### src/rtl/tsw_pkg.sv
package tsw_pkg;
  localparam int unsigned NUM_CH  = 3;
  localparam int unsigned CH_INV  = 0;
  localparam int unsigned CH_BUCK = 1;
  localparam int unsigned CH_CHG  = 2;

  // Clip a window end to the last active position plus one.
  function automatic int unsigned clamp_hi(int unsigned v, int unsigned lim);
    return (v > lim) ? lim : v;
  endfunction

  // Half-open window membership: lo <= p < hi.
  function automatic logic in_span(int unsigned p, int unsigned lo, int unsigned hi);
    return (p >= lo) && (p < hi);
  endfunction
endpackage

### src/rtl/tsw_period_timer.sv
module tsw_period_timer #(
  parameter int unsigned PERIOD_CYC = 400,
  parameter int unsigned CW         = 9
) (
  input  logic          clk,
  input  logic          rst,
  output logic [CW-1:0] pos_o,
  output logic          wrap_o
);
  localparam logic [CW-1:0] LAST_POS = CW'(PERIOD_CYC - 1);

  logic [CW-1:0] cnt_q;

  assign wrap_o = (cnt_q == LAST_POS);
  assign pos_o  = cnt_q;

  always_ff @(posedge clk) begin
    if (rst)         cnt_q <= '0;
    else if (wrap_o) cnt_q <= '0;
    else             cnt_q <= cnt_q + CW'(1);
  end

  // the count restarts after the last position
  p_wrap_zero_r1: assert property (@(posedge clk) disable iff (rst)
    wrap_o |=> (cnt_q == '0));
  // otherwise it advances by exactly one
  p_count_step_r1: assert property (@(posedge clk) disable iff (rst)
    !wrap_o |=> (cnt_q == $past(cnt_q) + CW'(1)));
  // the position never leaves the period
  p_cnt_range_r1: assert property (@(posedge clk) disable iff (rst)
    32'(cnt_q) < PERIOD_CYC);
endmodule

### src/rtl/tsw_duty_shadow.sv
module tsw_duty_shadow #(
  parameter int unsigned CW     = 9,
  parameter int unsigned NUM_CH = 3
) (
  input  logic                      clk,
  input  logic                      rst,
  input  logic                      load_i,
  input  logic [NUM_CH-1:0][CW-1:0] req_i,
  output logic [NUM_CH-1:0][CW-1:0] act_o
);
  for (genvar c = 0; c < NUM_CH; c++) begin : g_ch
    logic [CW-1:0] hold_q;
    always_ff @(posedge clk) begin
      if (rst)         hold_q <= '0;
      else if (load_i) hold_q <= req_i[c];
    end
    assign act_o[c] = hold_q;
  end

  // the captured duties only move at a period boundary
  p_hold_mid_period_r7: assert property (@(posedge clk) disable iff (rst)
    !load_i |=> $stable(act_o));
endmodule

### src/rtl/tsw_gate_seq.sv
module tsw_gate_seq
  import tsw_pkg::*;
#(
  parameter int unsigned PERIOD_CYC = 400,
  parameter int unsigned ACTIVE_LIM = 380,
  parameter int unsigned CW         = 9
) (
  input  logic                      clk,
  input  logic                      rst,
  input  logic [CW-1:0]             pos_i,
  input  logic [NUM_CH-1:0][CW-1:0] duty_i,
  output logic                      inv_o,
  output logic                      buck_o,
  output logic                      chg_o,
  output logic                      strobe_o
);
  int unsigned pos_w;
  int unsigned inv_end;
  int unsigned buck_end;
  int unsigned chg_begin;
  int unsigned chg_end;
  logic        inv_win;
  logic        buck_win;
  logic        chg_win;
  logic        start_win;
  logic [CW-1:0] pos_q;

  assign pos_w     = 32'(pos_i);
  assign inv_end   = clamp_hi(32'(duty_i[CH_INV]), ACTIVE_LIM);
  assign buck_end  = clamp_hi(32'(duty_i[CH_BUCK]), ACTIVE_LIM);
  assign chg_begin = 32'(duty_i[CH_BUCK]);
  assign chg_end   = clamp_hi(32'(duty_i[CH_BUCK]) + 32'(duty_i[CH_CHG]), ACTIVE_LIM);

  assign inv_win   = in_span(pos_w, 0, inv_end);
  assign buck_win  = in_span(pos_w, 0, buck_end);
  assign chg_win   = in_span(pos_w, chg_begin, chg_end);
  assign start_win = (pos_w == 0);

  always_ff @(posedge clk) begin
    if (rst) begin
      inv_o    <= 1'b0;
      buck_o   <= 1'b0;
      chg_o    <= 1'b0;
      strobe_o <= 1'b0;
      pos_q    <= '0;
    end else begin
      inv_o    <= inv_win;
      buck_o   <= buck_win;
      chg_o    <= chg_win;
      strobe_o <= start_win;
      pos_q    <= pos_i;
    end
  end

  // buck and charge switches never overlap
  p_no_overlap_r5: assert property (@(posedge clk) disable iff (rst)
    !(buck_o && chg_o));
  // dead interval is quiet
  p_dead_quiet_r6: assert property (@(posedge clk) disable iff (rst)
    (32'(pos_q) >= ACTIVE_LIM) |-> !(inv_o || buck_o || chg_o));
  // charge switch takes over in the cycle the buck switch releases
  p_handoff_r4: assert property (@(posedge clk) disable iff (rst)
    (buck_o && !buck_win && (chg_end > chg_begin)) |=> chg_o);
  // zero duties keep their gates low
  p_zero_buck_r8: assert property (@(posedge clk) disable iff (rst)
    (duty_i[CH_BUCK] == '0) |-> !buck_o);
  p_zero_chg_r8: assert property (@(posedge clk) disable iff (rst)
    (duty_i[CH_CHG] == '0) |-> !chg_o);
  // the strobe is a single cycle
  p_strobe_single_r1: assert property (@(posedge clk) disable iff (rst)
    strobe_o |=> !strobe_o);
  // reset silences every output
  p_reset_quiet_r9: assert property (@(posedge clk)
    rst |=> !(inv_o || buck_o || chg_o || strobe_o));
endmodule

### src/rtl/tri_switch_pwm.sv
module tri_switch_pwm
  import tsw_pkg::*;
#(
  parameter  int unsigned PERIOD_CYC = 400,
  parameter  int unsigned DEAD_CYC   = 20,
  localparam int unsigned CW         = $clog2(PERIOD_CYC)
) (
  input  logic          clk,
  input  logic          rst,
  input  logic [CW-1:0] inv_cnt_i,
  input  logic [CW-1:0] buck_cnt_i,
  input  logic [CW-1:0] chg_cnt_i,
  output logic          inv_gate_o,
  output logic          buck_gate_o,
  output logic          chg_gate_o,
  output logic          sample_o
);
  localparam int unsigned ACTIVE_LIM = PERIOD_CYC - DEAD_CYC;

  logic [CW-1:0]             pos;
  logic                      period_end;
  logic [NUM_CH-1:0][CW-1:0] duty_req;
  logic [NUM_CH-1:0][CW-1:0] duty_act;

  assign duty_req[CH_INV]  = inv_cnt_i;
  assign duty_req[CH_BUCK] = buck_cnt_i;
  assign duty_req[CH_CHG]  = chg_cnt_i;

  tsw_period_timer #(.PERIOD_CYC(PERIOD_CYC), .CW(CW)) u_timer (
    .clk   (clk),
    .rst   (rst),
    .pos_o (pos),
    .wrap_o(period_end)
  );

  tsw_duty_shadow #(.CW(CW), .NUM_CH(NUM_CH)) u_shadow (
    .clk   (clk),
    .rst   (rst),
    .load_i(period_end),
    .req_i (duty_req),
    .act_o (duty_act)
  );

  tsw_gate_seq #(.PERIOD_CYC(PERIOD_CYC), .ACTIVE_LIM(ACTIVE_LIM), .CW(CW)) u_gates (
    .clk     (clk),
    .rst     (rst),
    .pos_i   (pos),
    .duty_i  (duty_act),
    .inv_o   (inv_gate_o),
    .buck_o  (buck_gate_o),
    .chg_o   (chg_gate_o),
    .strobe_o(sample_o)
  );
endmodule

### config.mk
export PLATFORM = sky130hd
export DESIGN_NAME = tri_switch_pwm
export DESIGN_NICKNAME = d
export VERILOG_FILES = /design/src/rtl/tsw_pkg.sv /design/src/rtl/tsw_period_timer.sv /design/src/rtl/tsw_duty_shadow.sv /design/src/rtl/tsw_gate_seq.sv /design/src/rtl/tri_switch_pwm.sv
export SDC_FILE = /design/constraint.sdc
export NUM_CORES = 1
export LEC_CHECK = 0
export CAP_MARGIN = 30
export CORE_ASPECT_RATIO = 1.1
export CORE_UTILIZATION = 51
export CTS_CLUSTER_SIZE = 16
export DETAILED_ROUTE_END_ITERATION = 8
export GPL_TIMING_DRIVEN = 0
export PLACE_DENSITY = 0.76
export SETUP_SLACK_MARGIN = 0.3
export SKIP_CTS_REPAIR_TIMING = 1
export SYNTH_ARGS = -nofsm -noshare
export SYNTH_HDL_FRONTEND = slang
export SYNTH_SLANG_ARGS = --single-unit
export TNS_END_PERCENT = 5
### constraint.sdc
create_clock -name clk -period 3.4 [get_ports clk]
set_input_delay 0.68 -clock clk [delete_from_list [all_inputs] [get_ports clk]]
set_output_delay 0.68 -clock clk [all_outputs]
set_load 0.05 [all_outputs]
==> PnR_summary.wiki, run 1 <==
{| class="wikitable"
! Metric !! Value
|-
| Hold path depth || 2
|-
| Post-synth top area share || 0.297
|-
| Standby leakage power || 1.28 nW
|-
| Switching share of power || 0.242
|-
| Worst min-delay path category || flip-flop to flip-flop
|-
| Post-route design area || between 0.003 and 0.004 sq mm
|-
| Number of endpoints with negative hold slack in the final report || 0
|-
| Via-to-Cell Ratio || 5.71
|-
| Worst-case register-to-register setup slack || -200 ps
|-
| Maxcap violations || 0
|-
| Yosys Warn Count || 0
|-
| Number of synthesized register bits || 40
|-
| Die height || between 70 and 80 um
|-
| Start point of the worst hold path || u_shadow.g_ch[2].hold_q[6]
|-
| Number of inserted filler cells in the final layout || 437
|-
| Net Sw Power || 0.241 mW
|-
| Class of the most critical setup path || flip-flop to flip-flop
|-
| GRT Resource Usage Total || 0.243
|-
| Clock tree skew after final layout || 5.92 ps
|-
| Async set-or-reset flop fraction in the synthesized netlist || 0
|-
| Mean routed wirelength per cell || 14.7 um
|-
| Post-layout instance count excluding filler cells || between 400 and 500
|-
| H-tree levels || 2
|-
| Timing startpoint of the critical path || u_shadow.g_ch[1].hold_q[0]
|-
| Count leader, synth || sky130_fd_sc_hd__nand2_1
|-
| Result of the run || finished with violations
|-
| Dominant synthesized flop cell || sky130_fd_sc_hd__dfxtp_1
|-
| Data required time of the critical path || 3620 ps
|-
| Placement Rows || 27
|-
| Total gr overflow || 0
|-
| N_diodes || 0
|-
| EDFF count, synth || 0
|-
| CTS Buffer Depth || 2
|-
| Avg Cell Area, Syn || 7.95 sq um
|-
| Setup repair after global routing missed its margin || yes
|-
| Final net count || 456
|-
| I/O Buffers || 32
|-
| Count of cells along the worst register-to-register path || 15
|-
| Transition time at the pin with the least slew margin || between 400 and 500 ps
|-
| Cell at the root of the clock tree || sky130_fd_sc_hd__clkbuf_8
|-
| Most frequent cells after synthesis || sky130_fd_sc_hd__nand2_1, sky130_fd_sc_hd__a21oi_1, sky130_fd_sc_hd__ha_1
|-
| Largest fanout of any net on the critical path || 7
|-
| Clock latency at the later pin of the worst-skew pair || roughly 300 ps
|-
| Internal || roughly 0.75 mW
|-
| Antenna Nets Post-Route || 0
|-
| Maximum number of pins on one net before global-route repair || 14
|-
| Worst Setup Slack post-DPL || -306 ps
|-
| First-pass GRT wire length || roughly 11,000 um
|-
| Final max-slew violation count || 0
|-
| Footprint of the flip-flops and latches || around 800 sq um
|-
| Num Clock Sinks || 40
|-
| Number of DRC markers after the initial detailed-route iteration || 140
|-
| Clock tree from TritonCTS || done
|-
| Number of buffers created by CTS || 5
|-
| Ratio of final minimum period to clock period || 1.06
|-
| Fin worst setup slack || -202 ps
|-
| Clock slew seen by the registers of the worst setup and hold paths || approximately 80 ps
|-
| Worst IR drop on VDD || ~250 uV
|-
| Multi-input gate area || 0.00190 sq mm
|-
| RD Place Congestion || between 0.8 and 0.9
|-
| Arrival time of the worst setup path || roughly 3800 ps
|-
| DP HPWL || around 4800 um
|-
| Placed Cells incl. Taps || between 400 and 500
|-
| Maximum operating frequency || around 280 MHz
|-
| Crit. End Element || flip-flop
|-
| Synthesized area || 0.00270 sq mm
|-
| Count of endpoints failing setup in the final report || 1
|-
| Startpoint Class || flip-flop
|-
| Cell type with the largest total area after synthesis || sky130_fd_sc_hd__dfxtp_1
|-
| Post-synthesis sequential area ratio || 0.297
|-
| Ratio of cells with drive above 1 in the final layout || 0.104
|-
| Antenna violations before repair || 0
|-
| Critical R2R Capture || u_gates.chg_o
|-
| Std-Cell Core Area || a little over 0.005 sq mm
|-
| Max transition margin || 0.671
|-
| Placement-stage cell area || slightly above 0.003 sq mm
|-
| Effective utilization at floorplan || 0.536
|-
| Signed area change from the synthesized netlist to the final layout || 24.1%
|-
| Mapped Cells || between 300 and 400
|-
| IO Count || 33
|-
| Fraction of power consumed by the clock network || 0.399
|-
| Final core area utilization || 0.665
|-
| DRC Markers || 2
|-
| Tmin final || 3600 ps
|-
| 1st-pass router iterations || 7
|-
| Post-synthesis cell type count || 42
|-
| Power density over the cells || about 300 mW/mm^2
|-
| Via count || approximately 2,500
|-
| Failing checks || DRC, setup timing
|-
| Total die area || between 0.005 and 0.006 sq mm
|-
| Share of power burned in combinational logic || 0.117
|-
| Post-detailed-routing wire length || about 6500 um
|-
| Flop pwr share || 0.485
|-
| Main area contributors after synthesis || sky130_fd_sc_hd__dfxtp_1, sky130_fd_sc_hd__ha_1, sky130_fd_sc_hd__a21oi_1, sky130_fd_sc_hd__nand2_1, sky130_fd_sc_hd__nor2_1
|-
| Worst flop-to-flop path startpoint || u_shadow.g_ch[1].hold_q[0]
|-
| Number of global-route vias before repair || 2,317
|-
| Die outline width || 71.3 um
|-
| Net count after synthesis || around 410
|-
| Endpoint, Worst Hold || u_shadow.g_ch[2].hold_q[6]
|}
power groups by stage:
stage	clock network [mW]	registers (mW)	logic, mW
after floorplan	0	0.509	0.0453
after global placement	0	0.495	0.113
after detailed placement	0	0.495	0.115
after CTS	0.399	0.484	0.115
after global routing	0.422	0.482	0.125
final	0.396	0.481	0.116
logic make-up after synthesis:
| group | synth area share |
|---|---|
| AND/OR/NAND/NOR | 0.194 |
| AO/OA/AOI/OAI | 0.227 |
| buffers and inverters | 0.0376 |
| XOR/XNOR | 0.0325 |
| adder cells (fa/ha/maj) | 0.212 |
| flip-flops | 0.297 |
cells in the final DEF (no fill, tap or decap), types with 2 or more instances in the layout:
master / count
sky130_fd_sc_hd__a2111o_1: 2
sky130_fd_sc_hd__a211oi_1: 5
sky130_fd_sc_hd__a21o_1: 9
sky130_fd_sc_hd__a21oi_1: 45
sky130_fd_sc_hd__a21oi_2: 7
sky130_fd_sc_hd__a31oi_1: 3
sky130_fd_sc_hd__and3_1: 3
sky130_fd_sc_hd__buf_1: 2
sky130_fd_sc_hd__buf_4: 4
sky130_fd_sc_hd__clkbuf_1: 10
sky130_fd_sc_hd__clkbuf_8: 5
sky130_fd_sc_hd__clkdlybuf4s50_1: 32
sky130_fd_sc_hd__dfxtp_1: 34
sky130_fd_sc_hd__dfxtp_2: 3
sky130_fd_sc_hd__dfxtp_4: 3
sky130_fd_sc_hd__ha_1: 38
sky130_fd_sc_hd__ha_2: 2
sky130_fd_sc_hd__ha_4: 4
sky130_fd_sc_hd__inv_1: 15
sky130_fd_sc_hd__nand2_1: 65
sky130_fd_sc_hd__nand2b_1: 2
sky130_fd_sc_hd__nand3_1: 7
sky130_fd_sc_hd__nand4_1: 4
sky130_fd_sc_hd__nor2_1: 19
sky130_fd_sc_hd__nor3_1: 7
sky130_fd_sc_hd__nor4_1: 2
sky130_fd_sc_hd__o211ai_1: 3
sky130_fd_sc_hd__o21a_1: 3
sky130_fd_sc_hd__o21ai_0: 10
sky130_fd_sc_hd__o21ai_1: 2
sky130_fd_sc_hd__xnor2_1: 5
sky130_fd_sc_hd__xor2_1: 5
per-stage QoR:
stage | setup TNS, ps | hold WS [ps] | power, mW
2_1_floorplan | 0 | 440 | 0.554
3_3_place_gp | -209 | 448 | 0.607
3_5_place_dp | -306 | 453 | 0.609
4_1_cts | -331 | 464 | 0.998
5_1_grt | -369 | 498 | 1.03
6_report | -202 | 466 | 0.993
worst max-delay path, cell delays in order (launching register included):
cell and delay (ps):
sky130_fd_sc_hd__dfxtp_2 360, sky130_fd_sc_hd__ha_4 180, sky130_fd_sc_hd__fa_2 370, sky130_fd_sc_hd__nand3_2 100
sky130_fd_sc_hd__nand2_2 80, sky130_fd_sc_hd__xor2_1 160, sky130_fd_sc_hd__and4_4 190, sky130_fd_sc_hd__a2111o_1 470
sky130_fd_sc_hd__a21oi_2 200, sky130_fd_sc_hd__ha_1 260, sky130_fd_sc_hd__a21o_1 160, sky130_fd_sc_hd__a21o_1 160
sky130_fd_sc_hd__a21oi_2 160, sky130_fd_sc_hd__o21ai_1 80, sky130_fd_sc_hd__a2111o_1 380, sky130_fd_sc_hd__a311oi_2 200
state kept, by name (all words and copies together) (netlist names):
| name | flops |
|---|---|
| u_gates.strobe_o | 1 |
| u_gates.inv_o | 1 |
| u_gates.chg_o | 1 |
| u_timer.pos_o | 9 |
| u_gates.buck_o | 1 |
| u_shadow.g_ch.hold_q | 27 |
per-layer routing:
metal / routed length (um) / share of wire / global-route usage / vias up
met3: 228 / 0.035 / 0.0385 / 13
li1: - / - / - / 1291
met1: 3130 / 0.48 / 0.335 / 1161
met5: 0 / 0 / 0 / -
met2: 2980 / 0.46 / 0.375 / 54
met4: 167 / 0.026 / 0.100 / 0
worst max path at each step:
stage,endpoint,slack (ps),depth (start not counted)
2_1_floorplan,u_gates.chg_o,110,15
3_3_place_gp,u_gates.chg_o,-210,14
3_5_place_dp,u_gates.chg_o,-310,14
4_1_cts,u_gates.chg_o,-330,14
5_1_grt,u_gates.chg_o,-370,14
6_report,u_gates.chg_o,-200,15
cell type report:
| class | instances | share of cell area |
|---|---|---|
| multi-input combinational | 272 | 0.566 |
| sequential | 40 | 0.244 |
| timing repair buffer | 36 | 0.105 |
| tap | 58 | 0.0217 |
| clock buffer | 5 | 0.0206 |
| inverter | 15 | 0.0168 |
| buffer | 12 | 0.0135 |
| clock inverter | 3 | 0.0127 |
Note: power is estimated with default switching activity, not from simulation.
==> inputs of run 2 (changes only) <==
Settings changed: CORE_ASPECT_RATIO 1.1 to not set.
==> run 2 against run 1 <==
  * Maximum frequency rose by 2.4%
  * First-iteration DRC count rose by 35%
  * Utilization fell by 0.77 points
  * Highest routed layer unchanged
  * The run ends with setup timing left
  * Final cell count rose by 2.5%
  * Largest power group unchanged
  * Combinational power barely moved
  * Die area barely moved
  * Register-to-register slack improved by 80 ps
==> PnR_summary.wiki, run 2 (same netlist as run 1, synthesis figures left out) <==
{| class="wikitable"
! Metric !! Value
|-
| Result of the run || finished with violations
|-
| Failing checks || setup timing
|-
| Number of buffers created by CTS || 5 (unchanged)
|-
| Power density over the cells || 315 mW/mm^2 (+6.3%)
|-
| Leading cell type in the layout, fill and taps excluded || sky130_fd_sc_hd__nand2_1
|-
| RD Place Congestion || 0.839 (+1.9%)
|-
| Setup repair after global routing missed its margin || yes
|-
| 1st-pass router iterations || 4 (-3)
|-
| Via count || 2,547 (+1.1%)
|-
| CTS Buffer Depth || 2 (unchanged)
|-
| Worst Setup Slack post-DPL || -201 ps (+105 ps)
|-
| Startpoint Class || flip-flop
|-
| Cell at the root of the clock tree || sky130_fd_sc_hd__clkbuf_8
|-
| Final core area utilization || 0.657 (-0.00765)
|-
| Maximum number of pins on one net before global-route repair || 13 (-1)
|-
| Total die area || 0.00558 sq mm (about the same)
|-
| Max transition margin || 0.653 (-0.0183)
|-
| Number of endpoints with negative hold slack in the final report || 0 (unchanged)
|-
| Std-Cell Core Area || 0.00511 sq mm (+1.5%)
|-
| Final max-slew violation count || 0 (unchanged)
|-
| Via-to-Cell Ratio || 5.63 (-1.3%)
|-
| Final net count || 456 (unchanged)
|-
| Ratio of cells with drive above 1 in the final layout || 0.0995 (-0.00496)
|-
| Die height || 74.7 um (-4.5%)
|-
| Clock tree skew after final layout || 8.91 ps (+2.99 ps)
|-
| Standby leakage power || 1.29 nW (+0.93%)
|-
| Worst slack on hold paths || 465 ps (-1.43 ps)
|-
| N_diodes || 0 (unchanged)
|-
| H-tree levels || 2 (unchanged)
|-
| Count of endpoints failing setup in the final report || 1 (unchanged)
|-
| DP HPWL || 4810 um (+1.0%)
|-
| Crit. End Element || flip-flop
|-
| Class of the most critical setup path || flip-flop to flip-flop
|-
| IO Count || 33 (unchanged)
|-
| Worst min-delay path category || flip-flop to flip-flop
|-
| Total gr overflow || 0 (unchanged)
|-
| Mean routed wirelength per cell || 14.7 um (-0.60%)
|-
| Antenna violations before repair || 0 (unchanged)
|-
| Post-detailed-routing wire length || 6630 um (+1.9%)
|-
| Placement-stage cell area || 0.00313 sq mm (+0.48%)
|-
| DRC Markers || 0 (-2)
|-
| Worst IR drop on VDD || 296 uV (+17%)
|-
| Final setup TNS || -118 ps (+83.8 ps)
|-
| Number of global-route vias before repair || 2,202 (-5.0%)
|-
| Maxcap violations || 0 (unchanged)
|-
| Placement Rows || 26 (-3.7%)
|-
| Register with the most flip-flops || u_shadow.g_ch.hold_q
|-
| Signed area change from the synthesized netlist to the final layout || 24.5%
|-
| Max reg flops || 27 (unchanged)
|-
| Transition time at the pin with the least slew margin || 521 ps (+29.0 ps)
|-
| Num Clock Sinks || 40 (unchanged)
|-
| Die outline width || 74.7 um (+4.7%)
|-
| Post-route design area || 0.00336 sq mm (+0.30%)
|-
| GRT Resource Usage Total || 0.250 (+0.00671)
|-
| Ratio of final minimum period to clock period || 1.03 (-0.0246)
|-
| Clock slew seen by the registers of the worst setup and hold paths || 80 ps (about the same)
|-
| Clock tree from TritonCTS || done
|-
| Number of DRC markers after the initial detailed-route iteration || 189 (+35%)
|-
| I/O Buffers || 32 (unchanged)
|-
| Antenna Nets Post-Route || 0 (unchanged)
|-
| Clock latency at the later pin of the worst-skew pair || 290 ps (about the same)
|-
| Maximum operating frequency || 284 MHz (+2.4%)
|-
| First-pass GRT wire length || 10,400 um (-1.9%)
|-
| Tmin final || 3520 ps (-83.8 ps)
|-
| Commonest cells after routing, fill and taps aside || sky130_fd_sc_hd__nand2_1, sky130_fd_sc_hd__a21oi_1, sky130_fd_sc_hd__ha_1
|-
| Arrival time of the worst setup path || 3730 ps (-90 ps)
|-
| Fin worst setup slack || -118 ps (+83.8 ps)
|-
| Effective utilization at floorplan || 0.528 (-0.00774)
|-
| Largest fanout of any net on the critical path || 6 (-1)
|-
| Data required time of the critical path || 3610 ps (about the same)
|}
run 2: area by class of cell:
cell class,count,area [sq um]
clock buffers,5,68.8
multi-input cells,272,1870
clock inverters,2,60.1
flip-flops and latches,40,820
inverters,15,56.3
plain buffers,12,45.0
repair buffers,36,350
well taps,70,87.6
fillers,438,1750
run 2: critical path, stage by stage, from the launching register on:
cell and delay [ps]:
sky130_fd_sc_hd__dfxtp_4 370, sky130_fd_sc_hd__ha_4 170, sky130_fd_sc_hd__fa_2 370, sky130_fd_sc_hd__nand3_2 100
sky130_fd_sc_hd__nand2_2 60, sky130_fd_sc_hd__xor2_1 150, sky130_fd_sc_hd__and4_4 180, sky130_fd_sc_hd__a2111o_1 460
sky130_fd_sc_hd__a21boi_1 190, sky130_fd_sc_hd__ha_1 290, sky130_fd_sc_hd__a21o_1 200, sky130_fd_sc_hd__a211oi_1 240
sky130_fd_sc_hd__o21ai_1 80, sky130_fd_sc_hd__a2111o_1 370, sky130_fd_sc_hd__a311oi_2 190
run 2: worst paths after layout:
| check | slack, ps | from | cells past startpoint | to |
|---|---|---|---|---|
| min | 460 | u_shadow.g_ch[2].hold_q[7] | 2 | u_shadow.g_ch[2].hold_q[7] |
| max reg2reg | -120 | u_shadow.g_ch[1].hold_q[0] | 14 | u_gates.chg_o |
| max | -120 | u_shadow.g_ch[1].hold_q[0] | 14 | u_gates.chg_o |
| min reg2reg | 460 | u_shadow.g_ch[2].hold_q[7] | 2 | u_shadow.g_ch[2].hold_q[7] |
run 2: metal layers:
metal | track usage | wire, um | vias up
li1 | - | - | 1297
met1 | 0.343 | 3190 | 1192
met2 | 0.405 | 3120 | 51
met3 | 0.0428 | 219 | 7
met4 | 0.0671 | 91 | 0
met5 | 0 | 0 | -
run 2: where the power goes:
group          internal, mW  leakage [nW]  switching, mW  total [mW]
sequential            0.473         0.328        0.00838       0.481
clock                 0.289        0.0642          0.170       0.459
combinational        0.0632         0.896         0.0556       0.119
total                 0.825          1.29          0.234        1.06
run 2: per-stage QoR:
stage	instances	total power, mW
6_report	452	1.06
5_1_grt	452	1.10
4_1_cts	448	1.06
3_5_place_dp	441	0.611
3_3_place_gp	441	0.609
2_1_floorplan	339	0.554
